$ cat src/rtl/dsro_pkg.sv
package dsro_pkg;
  typedef enum logic [1:0] {
    KIND_PWR    = 2'd0,
    KIND_RD     = 2'd1,
    KIND_RSP    = 2'd2,
    KIND_NONMEM = 2'd3
  } req_kind_e;

  function automatic logic is_nonposted(input logic [1:0] k);
    return (k == KIND_RD) || (k == KIND_NONMEM);
  endfunction
endpackage

$ cat src/rtl/dsro_seq_tracker.sv
module dsro_seq_tracker #(
  parameter int SEQ_W = 4
) (
  input  logic                    clk,
  input  logic                    rst,
  input  logic                    issue_valid,
  input  logic [SEQ_W-1:0]        issue_seq,
  input  logic                    cpl_valid,
  input  logic [SEQ_W-1:0]        cpl_seq,
  output logic [(1<<SEQ_W)-1:0]   busy
);
  localparam int SEQ_N = 1 << SEQ_W;

  logic [SEQ_N-1:0] busy_nxt;

  always_comb begin
    busy_nxt = busy;
    if (cpl_valid) busy_nxt[cpl_seq] = 1'b0;
    if (issue_valid && issue_seq != '0) busy_nxt[issue_seq] = 1'b1;
    busy_nxt[0] = 1'b0;
  end

  always_ff @(posedge clk) begin
    if (rst) busy <= '0;
    else     busy <= busy_nxt;
  end

  AST_NO_DOUBLE_ISSUE: assert property (@(posedge clk) disable iff (rst)
    (issue_valid && issue_seq != '0) |-> !busy[issue_seq]);
  AST_ISSUE_MARKS_BUSY: assert property (@(posedge clk) disable iff (rst)
    (issue_valid && issue_seq != '0) |=> busy[$past(issue_seq)]);
  AST_ID_ZERO_FREE: assert property (@(posedge clk) disable iff (rst)
    !busy[0]);
endmodule

$ cat src/rtl/dsro_attr_table.sv
module dsro_attr_table #(
  parameter int TAG_W = 5
) (
  input  logic             clk,
  input  logic             rst,
  input  logic             wr_en,
  input  logic [TAG_W-1:0] wr_tag,
  input  logic             wr_ro,
  input  logic             use_en,
  input  logic [TAG_W-1:0] rd_tag,
  output logic             rd_hit,
  output logic             rd_ro
);
  localparam int TAG_N = 1 << TAG_W;

  logic             ro_mem [TAG_N];
  logic [TAG_N-1:0] vld;

  always_ff @(posedge clk) begin
    if (wr_en) ro_mem[wr_tag] <= wr_ro;
  end

  always_ff @(posedge clk) begin
    if (rst) begin
      vld <= '0;
    end else begin
      if (use_en) vld[rd_tag] <= 1'b0;
      if (wr_en)  vld[wr_tag] <= 1'b1;
    end
  end

  assign rd_hit = vld[rd_tag];
  assign rd_ro  = ro_mem[rd_tag];

  AST_WRITE_LEAVES_VALID: assert property (@(posedge clk) disable iff (rst)
    wr_en |=> vld[$past(wr_tag)]);
  AST_USE_CONSUMES: assert property (@(posedge clk) disable iff (rst)
    (use_en && !(wr_en && wr_tag == rd_tag)) |=> !vld[$past(rd_tag)]);
endmodule

$ cat src/rtl/dsro_attr_xlate.sv
module dsro_attr_xlate #(
  parameter int CMD_W      = 6,
  parameter int RO_CMD_BIT = 3
) (
  input  logic [1:0]       kind,
  input  logic             passpw,
  input  logic [CMD_W-1:0] cmd,
  input  logic             coh,
  input  logic             tbl_hit,
  input  logic             tbl_ro,
  output logic             ro,
  output logic             ns
);
  import dsro_pkg::*;

  always_comb begin
    ro = 1'b0;
    ns = 1'b0;
    unique case (kind)
      KIND_PWR: begin ro = passpw;          ns = ~coh; end
      KIND_RD:  begin ro = cmd[RO_CMD_BIT]; ns = ~coh; end
      KIND_RSP: begin ro = tbl_hit & tbl_ro; ns = 1'b0; end
      default:  begin ro = 1'b0;            ns = 1'b0; end
    endcase
  end
endmodule

$ cat src/rtl/dsreq_order_unit.sv
module dsreq_order_unit #(
  parameter int SEQ_W      = 4,
  parameter int TAG_W      = 5,
  parameter int CMD_W      = 6,
  parameter int RO_CMD_BIT = 3
) (
  input  logic             clk,
  input  logic             rst,
  input  logic             in_valid,
  output logic             in_ready,
  input  logic [1:0]       in_kind,
  input  logic             in_passpw,
  input  logic [CMD_W-1:0] in_cmd,
  input  logic             in_coh,
  input  logic [SEQ_W-1:0] in_seq,
  input  logic [TAG_W-1:0] in_tag,
  input  logic             up_valid,
  input  logic [TAG_W-1:0] up_tag,
  input  logic             up_ro,
  input  logic             cpl_valid,
  input  logic [SEQ_W-1:0] cpl_seq,
  output logic             stall,
  output logic             out_valid,
  output logic [1:0]       out_kind,
  output logic [SEQ_W-1:0] out_seq,
  output logic [TAG_W-1:0] out_tag,
  output logic             out_ro,
  output logic             out_ns
);
  import dsro_pkg::*;

  localparam int SEQ_N = 1 << SEQ_W;

  logic [SEQ_N-1:0] busy;
  logic             blocked, accept, np;
  logic             tbl_hit, tbl_ro, ro_c, ns_c;

  assign np       = is_nonposted(in_kind);
  assign blocked  = np && (in_seq != '0) && busy[in_seq];
  assign in_ready = !blocked;
  assign stall    = in_valid && blocked;
  assign accept   = in_valid && !blocked;

  dsro_seq_tracker #(.SEQ_W(SEQ_W)) u_seq (
    .clk(clk), .rst(rst),
    .issue_valid(accept && np), .issue_seq(in_seq),
    .cpl_valid(cpl_valid), .cpl_seq(cpl_seq),
    .busy(busy)
  );

  dsro_attr_table #(.TAG_W(TAG_W)) u_tbl (
    .clk(clk), .rst(rst),
    .wr_en(up_valid), .wr_tag(up_tag), .wr_ro(up_ro),
    .use_en(accept && in_kind == KIND_RSP), .rd_tag(in_tag),
    .rd_hit(tbl_hit), .rd_ro(tbl_ro)
  );

  dsro_attr_xlate #(.CMD_W(CMD_W), .RO_CMD_BIT(RO_CMD_BIT)) u_xl (
    .kind(in_kind), .passpw(in_passpw), .cmd(in_cmd), .coh(in_coh),
    .tbl_hit(tbl_hit), .tbl_ro(tbl_ro), .ro(ro_c), .ns(ns_c)
  );

  always_ff @(posedge clk) begin
    if (rst) begin
      out_valid <= 1'b0;
      out_kind  <= '0;
      out_seq   <= '0;
      out_tag   <= '0;
      out_ro    <= 1'b0;
      out_ns    <= 1'b0;
    end else begin
      out_valid <= accept;
      if (accept) begin
        out_kind <= in_kind;
        out_seq  <= in_seq;
        out_tag  <= in_tag;
        out_ro   <= ro_c;
        out_ns   <= ns_c;
      end
    end
  end

  AST_SEQ0_NOT_GATED: assert property (@(posedge clk) disable iff (rst)
    (in_valid && in_seq == '0) |-> in_ready);
  AST_POSTED_NOT_GATED: assert property (@(posedge clk) disable iff (rst)
    (in_valid && (in_kind == KIND_PWR || in_kind == KIND_RSP)) |-> in_ready);
  AST_OUT_FOLLOWS_ACCEPT: assert property (@(posedge clk) disable iff (rst)
    out_valid |-> $past(in_valid && in_ready));
  AST_NONMEM_ATTR_ZERO: assert property (@(posedge clk) disable iff (rst)
    (out_valid && out_kind == KIND_NONMEM) |-> (!out_ro && !out_ns));
  AST_STALL_MEANS_NOT_READY: assert property (@(posedge clk) disable iff (rst)
    stall |-> (in_valid && !in_ready));
endmodule

$ cat config.mk
export PLATFORM = sky130hd
export DESIGN_NAME = dsreq_order_unit
export DESIGN_NICKNAME = d
export VERILOG_FILES = /design/src/rtl/dsro_pkg.sv /design/src/rtl/dsro_seq_tracker.sv /design/src/rtl/dsro_attr_table.sv /design/src/rtl/dsro_attr_xlate.sv /design/src/rtl/dsreq_order_unit.sv
export SDC_FILE = /design/constraint.sdc
export NUM_CORES = 1
export LEC_CHECK = 0
export BUFFER_PORTS_ARGS = -buffer_cell sky130_fd_sc_hd__buf_2
export CAP_MARGIN = 20
export CELL_PAD_IN_SITES_DETAIL_PLACEMENT = 1
export CELL_PAD_IN_SITES_GLOBAL_PLACEMENT = 1
export CORE_AREA = 5 5 123 90
export CTS_CLUSTER_DIAMETER = 150
export DETAILED_ROUTE_END_ITERATION = 6
export DIE_AREA = 0 0 128 95
export PLACE_DENSITY_LB_ADDON = 0.1
export SLEW_MARGIN = 25
export SYNTH_ARGS = -nofsm -noshare
export SYNTH_HDL_FRONTEND = slang
export SYNTH_SLANG_ARGS = --single-unit
export TNS_END_PERCENT = 100
$ cat constraint.sdc
create_clock -name clk -period 2.96 [get_ports clk]
set_input_delay 0.444 -clock clk [delete_from_list [all_inputs] [get_ports clk]]
set_output_delay 0.444 -clock clk [all_outputs]
set_load 0.03 [all_outputs]
# Word level (Yosys, flattened, before mapping)
# Memory sizes are Yosys's and may differ from the RTL's.
# Cells that the tools add are included.
# word_totals
elab_cells,66
out_inout_bits,16
mem_count,1
ff_bits,62
mem_bits_rw,32
# classes
mux,21
eq_ne,3
n_lt_le_gt_ge,8
n_reduce_logical,16
bitwise_logic,8
# memory_table
name,words,word_bits,read_ports,rd_clocked_by_memory_dff,wr,line_no,text
u_tbl.ro_mem,32,1,1,0,1,dsro_attr_table.sv:16,logic ro_mem [TAG_N];
# ops
op,n
32-bit two-way mux,3
32-bit bitwise AND,1
16-bit two-way mux,2
32-bit inverter,1
32-bit bitwise OR,1
16-bit bitwise AND,1
16-bit inverter,1
16-bit bitwise OR,1
5-bit by 6-bit < comparator with 1-bit output (second input constant),2
1-bit logical AND,11
1-bit demux with 5-bit select,2
5-bit by 1-bit greater-or-equal comparator with 1-bit output (second input constant),2
4-bit by 5-bit < comparator with 1-bit output (second input constant),2
1-bit two-way mux,9
1-bit demux with 4-bit select,2
4-bit by 1-bit greater-or-equal comparator with 1-bit output (second input constant),2
1-bit binary-select mux with 5-bit select,1
1-bit binary-select mux with 4-bit select,1
2-bit == test (second input constant),2
4-bit nonzero test,1
1-bit one-hot mux with 3 select lines,1
2-bit by 1-bit == test with 1-bit output (second input constant),1
2-bit zero test,1
2-bit OR reduction,1
4 further kinds,4

# Depth between registers and ports, before layout
# Gate-level depths: netlist of run 1.
# logic_depth
word_depth,11
mapped_depth,9
ltp_nobuf,6

# By module
# From an unflattened synthesis of run 1, not the netlist that was laid out.
# hier_totals
hier_cells,453
hier_area_um2,4390.5
# modules_own_cells
mod,seq_area_each_um2,cells_each,area_per_inst_um2,n_inst
dsro_attr_table,1601.5,290,2926.6,1
dsreq_order_unit,280.3,93,824.5,1
dsro_seq_tracker,300.3,66,611.8,1
dsro_attr_xlate,0.0,4,27.5,1

# Worst setup path before layout of run 1
# OpenSTA, ideal clock, no wires.
# synth_timing
path_kind,input -> output
startpoint,input in_seq[0]
endpoint,output stall
t_required_ps,2516
path_buffers,1
stages,5
setup_slack_ps,609
arrival_time_ps,1907
cell_sequence,buf_2 > mux4_2 > mux2i_2 > inv_1 > nor2_1
# synth_between
elab_chain_cells,4
# synth_lines
element,line_no,text
start: declaration,dsreq_order_unit.sv:15,"input logic [SEQ_W-1:0] in_seq,"
1-bit binary-select mux with 4-bit select or 4-bit nonzero test (tied branches),dsreq_order_unit.sv:39,assign blocked = np && (in_seq != '0) && busy[in_seq];
1-bit two-way mux (not written as such) or 1-bit logical AND (tied branches),dsreq_order_unit.sv:39,
1-bit logical AND *,dsreq_order_unit.sv:39,
1-bit logical AND *,dsreq_order_unit.sv:41,assign stall = in_valid && blocked;
end: declaration,dsreq_order_unit.sv:22,"output logic stall,"
# Every way passes the cells marked *; elsewhere a longest branch is shown, timed or not. The select of a mux whose other input is x is not followed.

# Worst setup path after layout of run 1
# layout_timing
startpoint,input in_seq[1]
endpoint,output stall
# Same word-level chain as after synthesis.

==> flow_metrics.tcl, run 1 <==
set metrics [dict create \
    status "finished, final reports clean" \
    grt_pass1_wl_um 19300 \
    fin_skew_ns 0.00353 \
    power_switching_share_pct 23.8 \
    diodes 0 \
    ys_ff_latch 93 \
    path_cells "buf_2 -> mux2i_1 -> mux4_2 -> mux2i_2 -> inv_1 -> nor2_1 -> buf_2" \
    synth_top_flop_cell "dfxtp_1" \
    dr.pass1.iters 4 \
    reg2reg_from "u_seq.busy[6]" \
    powerDensity_nw_per_um2 557 \
    post_drt_wl_per_cell_um 20.0 \
    crit_path_start_kind "input port" \
    max_freq_ghz 0.396 \
    fin_crit_sh_pct 85.4 \
    gp_congestion 0.809 \
    yosys_warnings 0 \
    root_buffer "clkbuf_16" \
    clkTransAtPathRegs_ns 0.06 \
    final_max_slew_viol_count 0 \
    vias_per_cell 5.61 \
    reg2reg_setup_slack_ns 0.69 \
    hold_depth 3 \
    synth_cell_types 39 \
    post_cts_buffers 0 \
    vias 3425 \
    wirelength_um 12200 \
    antenna_found_initial 0 \
    overflow 0 \
    yosysSeqAreaShare_pct 50.9 \
    holdCritPathClass "in2reg" \
    finalHoldViolations 0 \
    core.rowCount 31 \
    area_growth_syn_to_layout_pct 13.6 \
    critical_path_class "in2out" \
    cts.sinks 93 \
    pwr-share-comb_pct 9.3 \
    crit_arrival_ns 2.08 \
    cts_tree "done" \
    async_flop_share_pct 0 \
    grt_use_total_pct 20.9 \
    coreArea_um2 9930 \
    die_area_um2 12200 \
    maxCapViolCount 0 \
    avgSynthCellArea_um2 9.78 \
    clkPwrFrac_pct 40.7 \
    worstSetupStartpoint "in_seq[1]" \
    hold_buffers 0 \
    reg2reg_to "u_seq.busy[1]" \
    cts.htree.levels 3 \
    numCtsBuffers 9 \
    grt_pass1_vias 3586 \
    end_kind "primary output" \
    synth_area_um2 4290 \
    p_sw_mw 0.647 \
    die_w_um 128 \
    hold_path_end "out_ns" \
    netlist_instances 438 \
    dp_hpwl_um 8600 \
    pwr-share-seq_pct 50.0 \
    worst-path-max-fanout 12 \
    start_util_pct 43.2 \
    critPathRequiredTime_ns 2.52 \
    slowest_stage "mux4_2" \
    fin_tns_setup_ns 0 \
    min_from "in_coh" \
    finish.net_count 507 \
    drive_gt1_share_pct 16.3 \
    p_int_mw 2.06 \
    insertion_delay_ns 0.34 \
    io_pins 50 \
    fp.dieH_um 95 \
    synth_edf_count 32 \
    dpl_cell_area_um2 4580 \
    rsz0062_at_grt "false" \
    final_common_cell "dfxtp_1" \
    final_cell_mix "dfxtp_1, o21ai_0, buf_2" \
    worst_path_most_repeated_cell "buf_2" \
    tightest_slew_ns 1.04 \
    clockBufferDepth 2 \
    drt_iter0_markers 230 \
    period_minus_slack_ns 2.53 \
    ant_nets 0 \
    io_buffers 44 \
    setup_viol 0 \
    power.leakage_nw 2.06 \
    grt_max_degree 37 \
    fin_area_um2 4870 \
    cpPeakStageDelay_ns 0.49 \
    drcViolationCount 0 \
    cts_resized 0 \
    synth_nets 472 \
    peakVddDrop_mv 0.309 \
    worstRegToRegCells 6 \
    maxSlewHeadroom_pct 30.4 \
]
cells in the mapped netlist (all sizes together) (3+ instances only):
master	n	area share, %
dfxtp	61	28
mux2i	42	10
nand3b	7	1.2
or3	3	0.44
a21oi	40	4.7
nand2	43	3.8
o21ai	45	5.3
edfxtp	32	22
nor2	25	2.2
nand2b	7	1.0
o22ai	12	1.8
o311ai	3	0.61
and3b	3	0.61
or3b	4	0.82
nor3b	3	0.53
nand3	4	0.47
nand4	3	0.44
nor3	7	0.82
o31ai	4	0.70
o211ai	9	1.6
mux4	6	3.3
clkbuf	17	1.5
buf	10	1.8
inv	34	3.0
final cells by class:
cell class              instances  area, µm²
repair buffers                 51        273
well taps                     132        165
flip-flops and latches         93       2180
clock buffers                  12        268
multi-input cells             284       1830
inverters                      34        128
clock inverters                 4       20.0
fillers                      1162       5060
sequential cells by signal (all words and copies together) (netlist names):
| name | cells |
|---|---|
| u_tbl.ro_mem | 32 |
| u_tbl.vld | 32 |
| u_seq.busy | 15 |
| out_tag | 5 |
| out_seq | 4 |
| out_kind | 2 |
| out_ns | 1 |
| out_ro | 1 |
| out_valid | 1 |
per-stage QoR:
step	std cells	hold slack (ns)	power (mW)	worst slack [ns]	utilization [%]
floorplan	438	0.449	1.54	0.609	-
global placement	594	0.444	1.63	0.390	46.1
detailed placement	594	0.468	1.64	0.281	46.1
CTS	610	0.377	2.74	0.428	49.0
global route	610	0.388	2.83	0.302	49.0
finish	610	0.382	2.71	0.432	49.0
power groups by stage:
stage                     Clock, mW  Sequential [mW]  Combinational [mW]
after detailed placement          0             1.38               0.252
final                          1.10             1.36               0.253
after global placement            0             1.38               0.246
after CTS                      1.13             1.36               0.253
after floorplan                   0             1.40               0.138
after global routing           1.20             1.36               0.274
kinds of logic (layout without fill, tap and decap cells):
group | after synthesis | after routing | share of synthesized area, %
simple gates | 120 | 120 | 14.0
buf+inv | 61 | 101 | 6.28
compound gates | 116 | 116 | 15.2
mux | 48 | 48 | 13.5
flops | 93 | 93 | 50.9
routing by layer:
layer / track usage [%] / vias to the layer above / part of all wire (%)
met5: 0 / - / 0
met4: 5.04 / 0 / 0.85
met3: 5.60 / 10 / 8.0
met2: 32.8 / 89 / 45
met1: 28.9 / 1693 / 46
li1: - / 1633 / -
worst max-delay path: cells and delay by family:
kind          cells  cell delay (ns)
mux               3             0.95
buf+inv           3             0.55
simple gates      1             0.12
worst max-delay path by stage:
stage                          endpoint  cells after the start
after floorplan                   stall                      5
after global placement    u_seq.busy[1]                      7
after detailed placement  u_seq.busy[1]                      7
after CTS                         stall                      7
after global routing              stall                      7
final                             stall                      7
Power figures use the tool's default switching activity.
==> run 2: changes to the inputs <==
- ABC_AREA: default -> 1
- CORE_AREA: 5 5 123 90 -> 2 2 125 91
- DIE_AREA: 0 0 128 95 -> 0 0 127 93
==> run 2 against run 1 <==
- fmax rose by 15%
- die area fell by 2.9%
- sequential share of layout area fell by 4.1 points
- synthesized cell count rose by 56%
- power rose by 6.5%
==> flow_metrics.tcl, run 2 <==
set metrics [dict create \
    status "finished, final reports clean" \
    post_cts_buffers 0 \
    crit_end "stall" \
    coreArea_um2 10700 \
    worstRegToRegCells 9 \
    dpl_cell_area_um2 5050 \
    maxCapViolCount 0 \
    end_kind "primary output" \
    clockBufferDepth 2 \
    place_ws_ns 0.701 \
    top_usage_layer "met2" \
    cpPeakStageDelay_ns 0.22 \
    cts.sinks 93 \
    cts_resized 0 \
    vias_per_cell 5.19 \
    worstSetupStartpoint "in_seq[0]" \
    critPathRequiredTime_ns 2.52 \
    max_freq_ghz 0.455 \
    power.leakage_nw 2.25 \
    synth_simple_gate_area_share_pct 33.2 \
    grt_pass1_vias 4601 \
    final_cells 869 \
    area_growth_syn_to_layout_pct 14.8 \
    gr-usage-met2_pct 42.0 \
    final_cell_mix "nand2_1, nor2_1, inv_1" \
    yosys_warnings 0 \
    numCtsBuffers 9 \
    synth_top_flop_cell "dfxtp_1" \
    start_util_pct 43.9 \
    vias 4507 \
    cts_tree "done" \
    drt_iter0_markers 221 \
    finalHoldViolations 0 \
    hold_buffers 0 \
    period_minus_slack_ns 2.20 \
    synth_edf_count 32 \
    grt_max_degree 34 \
    rsz0062_at_grt "false" \
    gp_congestion 0.838 \
    critical_path_class "in2out" \
    grt_pass1_wl_um 23400 \
    crit_path_start_kind "input port" \
    drive_gt1_share_pct 11.5 \
    dp_hpwl_um 10300 \
    crit_arrival_ns 1.75 \
    io_pins 50 \
    peakVddDrop_mv 0.309 \
    die_area_um2 11800 \
    synth_nets 718 \
    drcViolationCount 0 \
    cts.htree.levels 3 \
    synth_top_family_by_area "simple AND/OR/NAND/NOR gates" \
    netlist_top_cells_area "dfxtp_1, edfxtp_1, nand2_1" \
    synth_xor_xnor_area_share_pct 0 \
    top_regs "u_tbl.ro_mem x32, u_tbl.vld x32, u_seq.busy x15" \
    setup_viol 0 \
    path_cells "buf_2 -> inv_1 -> nor2_4 -> nand2_1 -> o211ai_1 -> nand2_1 -> nand2_2 -> o21ai_2 -> nor2_1 -> buf_2" \
    clkTransAtPathRegs_ns 0.07 \
    worst-path-max-fanout 8 \
    fin_crit_sh_pct 74.3 \
    tightest_slew_ns 0.754 \
    slowest_stage "nor2_4" \
    wirelength_um 14500 \
    post_drt_wl_per_cell_um 16.7 \
    reg2reg_to "u_seq.busy[10]" \
    ys_ff_latch 93 \
    reg2reg_setup_slack_ns 1.23 \
    ant_nets 0 \
    io_buffers 44 \
    core.rowCount 32 \
    synth_area_um2 4670 \
    fin_area_um2 5360 \
    final_max_slew_viol_count 0 \
    netlist_instances 684 \
    holdCritPathClass "in2reg" \
    overflow 0 \
    yosysTopAreaCell "dfxtp_1" \
    die_w_um 127 \
    async_flop_share_pct 0 \
    synth_cell_types 27 \
    synth-compound-area-share_pct 11.3 \
    dr.pass1.iters 6 \
    p_total_mw 2.89 \
    maxSlewHeadroom_pct 49.3 \
    root_buffer "clkbuf_16" \
    yosysSeqAreaShare_pct 46.7 \
    met1_usage_pct 35.3 \
    diodes 0 \
    powerDensity_nw_per_um2 539 \
    yosys-top-cells-count "nand2_1, nor2_1, inv_1" \
    insertion_delay_ns 0.34 \
    setup_ws_ns 0.761 \
    finish.net_count 762 \
    antenna_found_initial 0 \
    synth_top_area_share_pct 26.1 \
    avgSynthCellArea_um2 6.83 \
    synth_adder_area_share_pct 0 \
    grt_use_total_pct 25.5 \
    met3_usage_pct 3.89 \
    fin_tns_setup_ns 0 \
    dp.cells 853 \
    fin_skew_ns 0.00513 \
    reg2reg_from "u_seq.busy[11]" \
    final_common_cell "nand2_1" \
    synth_most_common_cell "nand2_1" \
    fp.dieH_um 93 \
    synthMuxAreaShare_pct 0 \
]
-- run 2: cell types whose count changed in the layout (fill, tap and decap cells not counted), moves of 4 or more --
| cell | change |
|---|---|
| a21boi_0 | +9 |
| buf_4 | +7 |
| inv_1 | +41 |
| mux2i_1 | -40 |
| mux4_2 | -4 |
| nand2_1 | +197 |
| nand2b_1 | -7 |
| nand3b_1 | -7 |
| nor2_1 | +84 |
| nor3_1 | +17 |
| o211ai_1 | -8 |
| o22ai_1 | -12 |
| or3b_2 | -4 |
-- run 2: critical path: cells and delay by family --
| kind | cells | cell delay, ns |
|---|---|---|
| AND/OR/NAND/NOR | 5 | 0.66 |
| buffers and inverters | 3 | 0.45 |
| AO/OA/AOI/OAI | 2 | 0.20 |
-- run 2: through the flow --
stage               utilization, %  hold slack, ns
floorplan                        -           0.443
global route                  50.3           0.417
global placement              47.4           0.454
detailed placement            47.4           0.466
finish                        50.3           0.369
CTS                           50.3           0.364
-- run 2: layer usage --
| metal | part of all wire, % | vias to the layer above |
|---|---|---|
| met2 | 45 | 100 |
| met1 | 48 | 2160 |
| met3 | 4.9 | 18 |
| met4 | 1.5 | 0 |
| met5 | 0 | - |
| li1 | - | 2229 |
-- run 2: worst min path at each step --
stage	startpoint	endpoint	slack, ns	cells past startpoint
2_1_floorplan	u_seq.busy[12]	u_seq.busy[12]	0.44	2
3_3_place_gp	u_seq.busy[8]	u_seq.busy[8]	0.45	2
3_5_place_dp	out_tag[2]	out_tag[2]	0.47	2
4_1_cts	in_coh	out_ns	0.36	4
5_1_grt	in_coh	out_ns	0.42	4
6_report	in_coh	out_ns	0.37	4
-- run 2: power by group --
| part | internal, mW | leakage [nW] | switching [mW] | total, mW |
|---|---|---|---|---|
| clock | 0.736 | 0.156 | 0.490 | 1.23 |
| sequential | 1.35 | 0.784 | 0.0108 | 1.36 |
| combinational | 0.0778 | 1.31 | 0.227 | 0.304 |
| total | 2.16 | 2.25 | 0.728 | 2.89 |
-- run 2: area by class of cell --
type,instances,area [µm²]
multi-input combinational,489,2080
tap,136,170
fill,1423,5290
clock inverter,7,88.8
sequential,93,2180
inverter,77,289
timing repair buffer,58,325
clock buffer,9,225
-- run 2: logic make-up after synthesis --
family                 after synthesis
AND/OR/NAND/NOR                    390
buffers and inverters              102
flip-flops                          93
AO/OA/AOI/OAI                       99
==> run 3: changes to the inputs <==
- ABC_AREA: 1 -> 0
- CORE_AREA: 2 2 125 91 -> 2 2 126 91
- DIE_AREA: 0 0 127 93 -> 0 0 128 93
- clock period: 2.96 -> 1.75 ns (I/O delays scaled with it)
==> run 3 against run 2 <==
- the flow now finishes with violations (setup timing)
- critical path depth shrank 3
- combinational power grew 70%
- count of clock-buffer cells in the layout grew 6
- utilization shrank 0.40 points
- global-route usage shrank 2.2 points
- clock power grew 54%
- worst setup slack lost 1.1 ns
- flip-flop and latch count is the same
- first-iteration DRC count grew 20%
- critical path type is now reg2out
- largest cell class unchanged
==> flow_metrics.tcl, run 3 (same netlist as run 1, synthesis figures left out) <==
set metrics [dict create \
    p_int_mw 3.56 \
    grt_use_total_pct 23.3 \
    final_cell_mix "dfxtp_1, buf_4, nand2_1" \
    hold_depth 3 \
    maxCapViolCount 0 \
    cts_tree "done" \
    violations "setup timing" \
    fillers 1210 \
    fp.dieH_um 93 \
    clockBufferDepth 2 \
    reg2reg_to "u_seq.busy[3]" \
    drt_iter0_markers 266 \
    dp.cells 638 \
    p_total_mw 4.70 \
    min_from "in_coh" \
    fin_area_um2 5360 \
    diodes 0 \
    drcViolationCount 0 \
    grt_pass1_wl_um 20800 \
    ant_nets 0 \
    vias_per_cell 5.50 \
    crit_end "stall" \
    critical_path_class "reg2out" \
    fin_crit_sh_pct 120 \
    peakVddDrop_mv 0.415 \
    vias 3629 \
    period_minus_slack_ns 2.10 \
    area_growth_syn_to_layout_pct 25.0 \
    dr.pass1.iters 5 \
    finalHoldViolations 0 \
    core.rowCount 32 \
    antenna_found_initial 0 \
    maxSlewHeadroom_pct 59.1 \
    grt_max_degree 37 \
    tightest_slew_ns 0.614 \
    die_w_um 128 \
    fin_tns_setup_ns -6.56 \
    die_area_um2 11900 \
    root_buffer "clkbuf_16" \
    power.leakage_nw 2.29 \
    crit_arrival_ns 1.84 \
    reg2reg_setup_slack_ns -0.34 \
    worstRegToRegCells 9 \
    fin_skew_ns 0.00688 \
    max_freq_ghz 0.475 \
    power_switching_share_pct 24.2 \
    grt_pass1_vias 3654 \
    final_common_cell "dfxtp_1" \
    io_buffers 44 \
    final_cells 660 \
    final_max_slew_viol_count 0 \
    cts.htree.levels 3 \
    pwr-share-seq_pct 48.8 \
    setup_ws_ns -0.353 \
    critPathRequiredTime_ns 1.49 \
    holdCritPathClass "in2reg" \
    worstSetupStartpoint "u_seq.busy[6]" \
    clkPwrFrac_pct 40.2 \
    p_sw_mw 1.14 \
    end_kind "primary output" \
    wirelength_um 13000 \
    post_drt_wl_per_cell_um 19.6 \
    worst-path-max-fanout 2 \
    numCtsBuffers 9 \
    dp_hpwl_um 9370 \
    crit_path_start_kind "flip-flop" \
    multiInputGateArea_um2 1930 \
    status "finished, violations left" \
    cts.sinks 93 \
    dpl_cell_area_um2 4900 \
    powerDensity_nw_per_um2 877 \
    insertion_delay_ns 0.35 \
    overflow 0 \
    drive_gt1_share_pct 27.9 \
    ff_latch_area_um2 2190 \
    rsz0062_at_grt "true" \
    setup_viol 28 \
    clkTransAtPathRegs_ns 0.06 \
    reg2reg_from "u_seq.busy[6]" \
    io_pins 50 \
    pwr-share-comb_pct 11.0 \
    coreArea_um2 10700 \
    finish.utilization_pct 49.9 \
    start_util_pct 39.9 \
    gp_congestion 0.794 \
    finish.net_count 553 \
    top_regs "u_tbl.ro_mem x32, u_tbl.vld x32, u_seq.busy x15" \
]
[run 3: cell count changes in the layout (fill, tap and decap cells not counted), moves of 9 or more]
cell,previous run,this run
inv_1,75,33
buf_4,14,50
mux2i_1,0,40
nand2_1,240,43
a21boi_0,9,0
nor3_1,24,6
o22ai_1,0,12
nor2_1,109,24
[run 3: routing by layer]
metal | vias to the layer above | routed length (µm) | GRT usage [%] | part of all wire, %
met5 | - | 0 | 0 | 0
met4 | 0 | 138 | 6.14 | 1.1
met3 | 12 | 597 | 4.86 | 4.6
met2 | 83 | 5290 | 31.6 | 41
met1 | 1803 | 6940 | 36.8 | 54
li1 | 1731 | - | - | -
[run 3: cell type report]
cell class / count / share of cell area [%]
sequential: 93 / 40.9
inverter: 34 / 2.43
clock buffer: 15 / 5.21
tap: 136 / 3.18
clock inverter: 1 / 0.0934
timing repair buffer: 97 / 12.1
multi-input combinational: 284 / 36.0
[run 3: repair_timing]
item,CTS,global route
hold buffers,0,0
pin swaps,7,3
setup endpoints to repair,25,30
setup buffers,5,1
resized for setup,28,14
[run 3: power groups by stage]
stage | registers [mW] | logic (mW) | clock network (mW)
final | 2.29 | 0.518 | 1.89
after detailed placement | 2.34 | 0.492 | 0
after floorplan | 2.37 | 0.236 | 0
after global routing | 2.30 | 0.561 | 2.01
after CTS | 2.29 | 0.508 | 1.93
after global placement | 2.34 | 0.480 | 0
[run 3: stage by stage]
stage / worst slack (ns) / hold slack (ns)
floorplan: -0.141 / 0.361
global placement: -0.357 / 0.444
finish: -0.353 / 0.200
detailed placement: -0.523 / 0.469
global route: -0.405 / 0.199
CTS: -0.338 / 0.195
[run 3: worst min path at each step]
stage / endpoint
finish: out_ns
global route: out_ns
CTS: out_ns
detailed placement: u_tbl.vld[22]
global placement: out_ns
floorplan: u_tbl.ro_mem[0]
[run 3: critical path: stages, from the launching register on]
cell and delay, ns:
dfxtp_1 0.33, mux4_2 0.49, mux2i_4 0.21, mux2i_4 0.11, buf_6 0.13, inv_4 0.05
nor2_4 0.03, buf_6 0.14
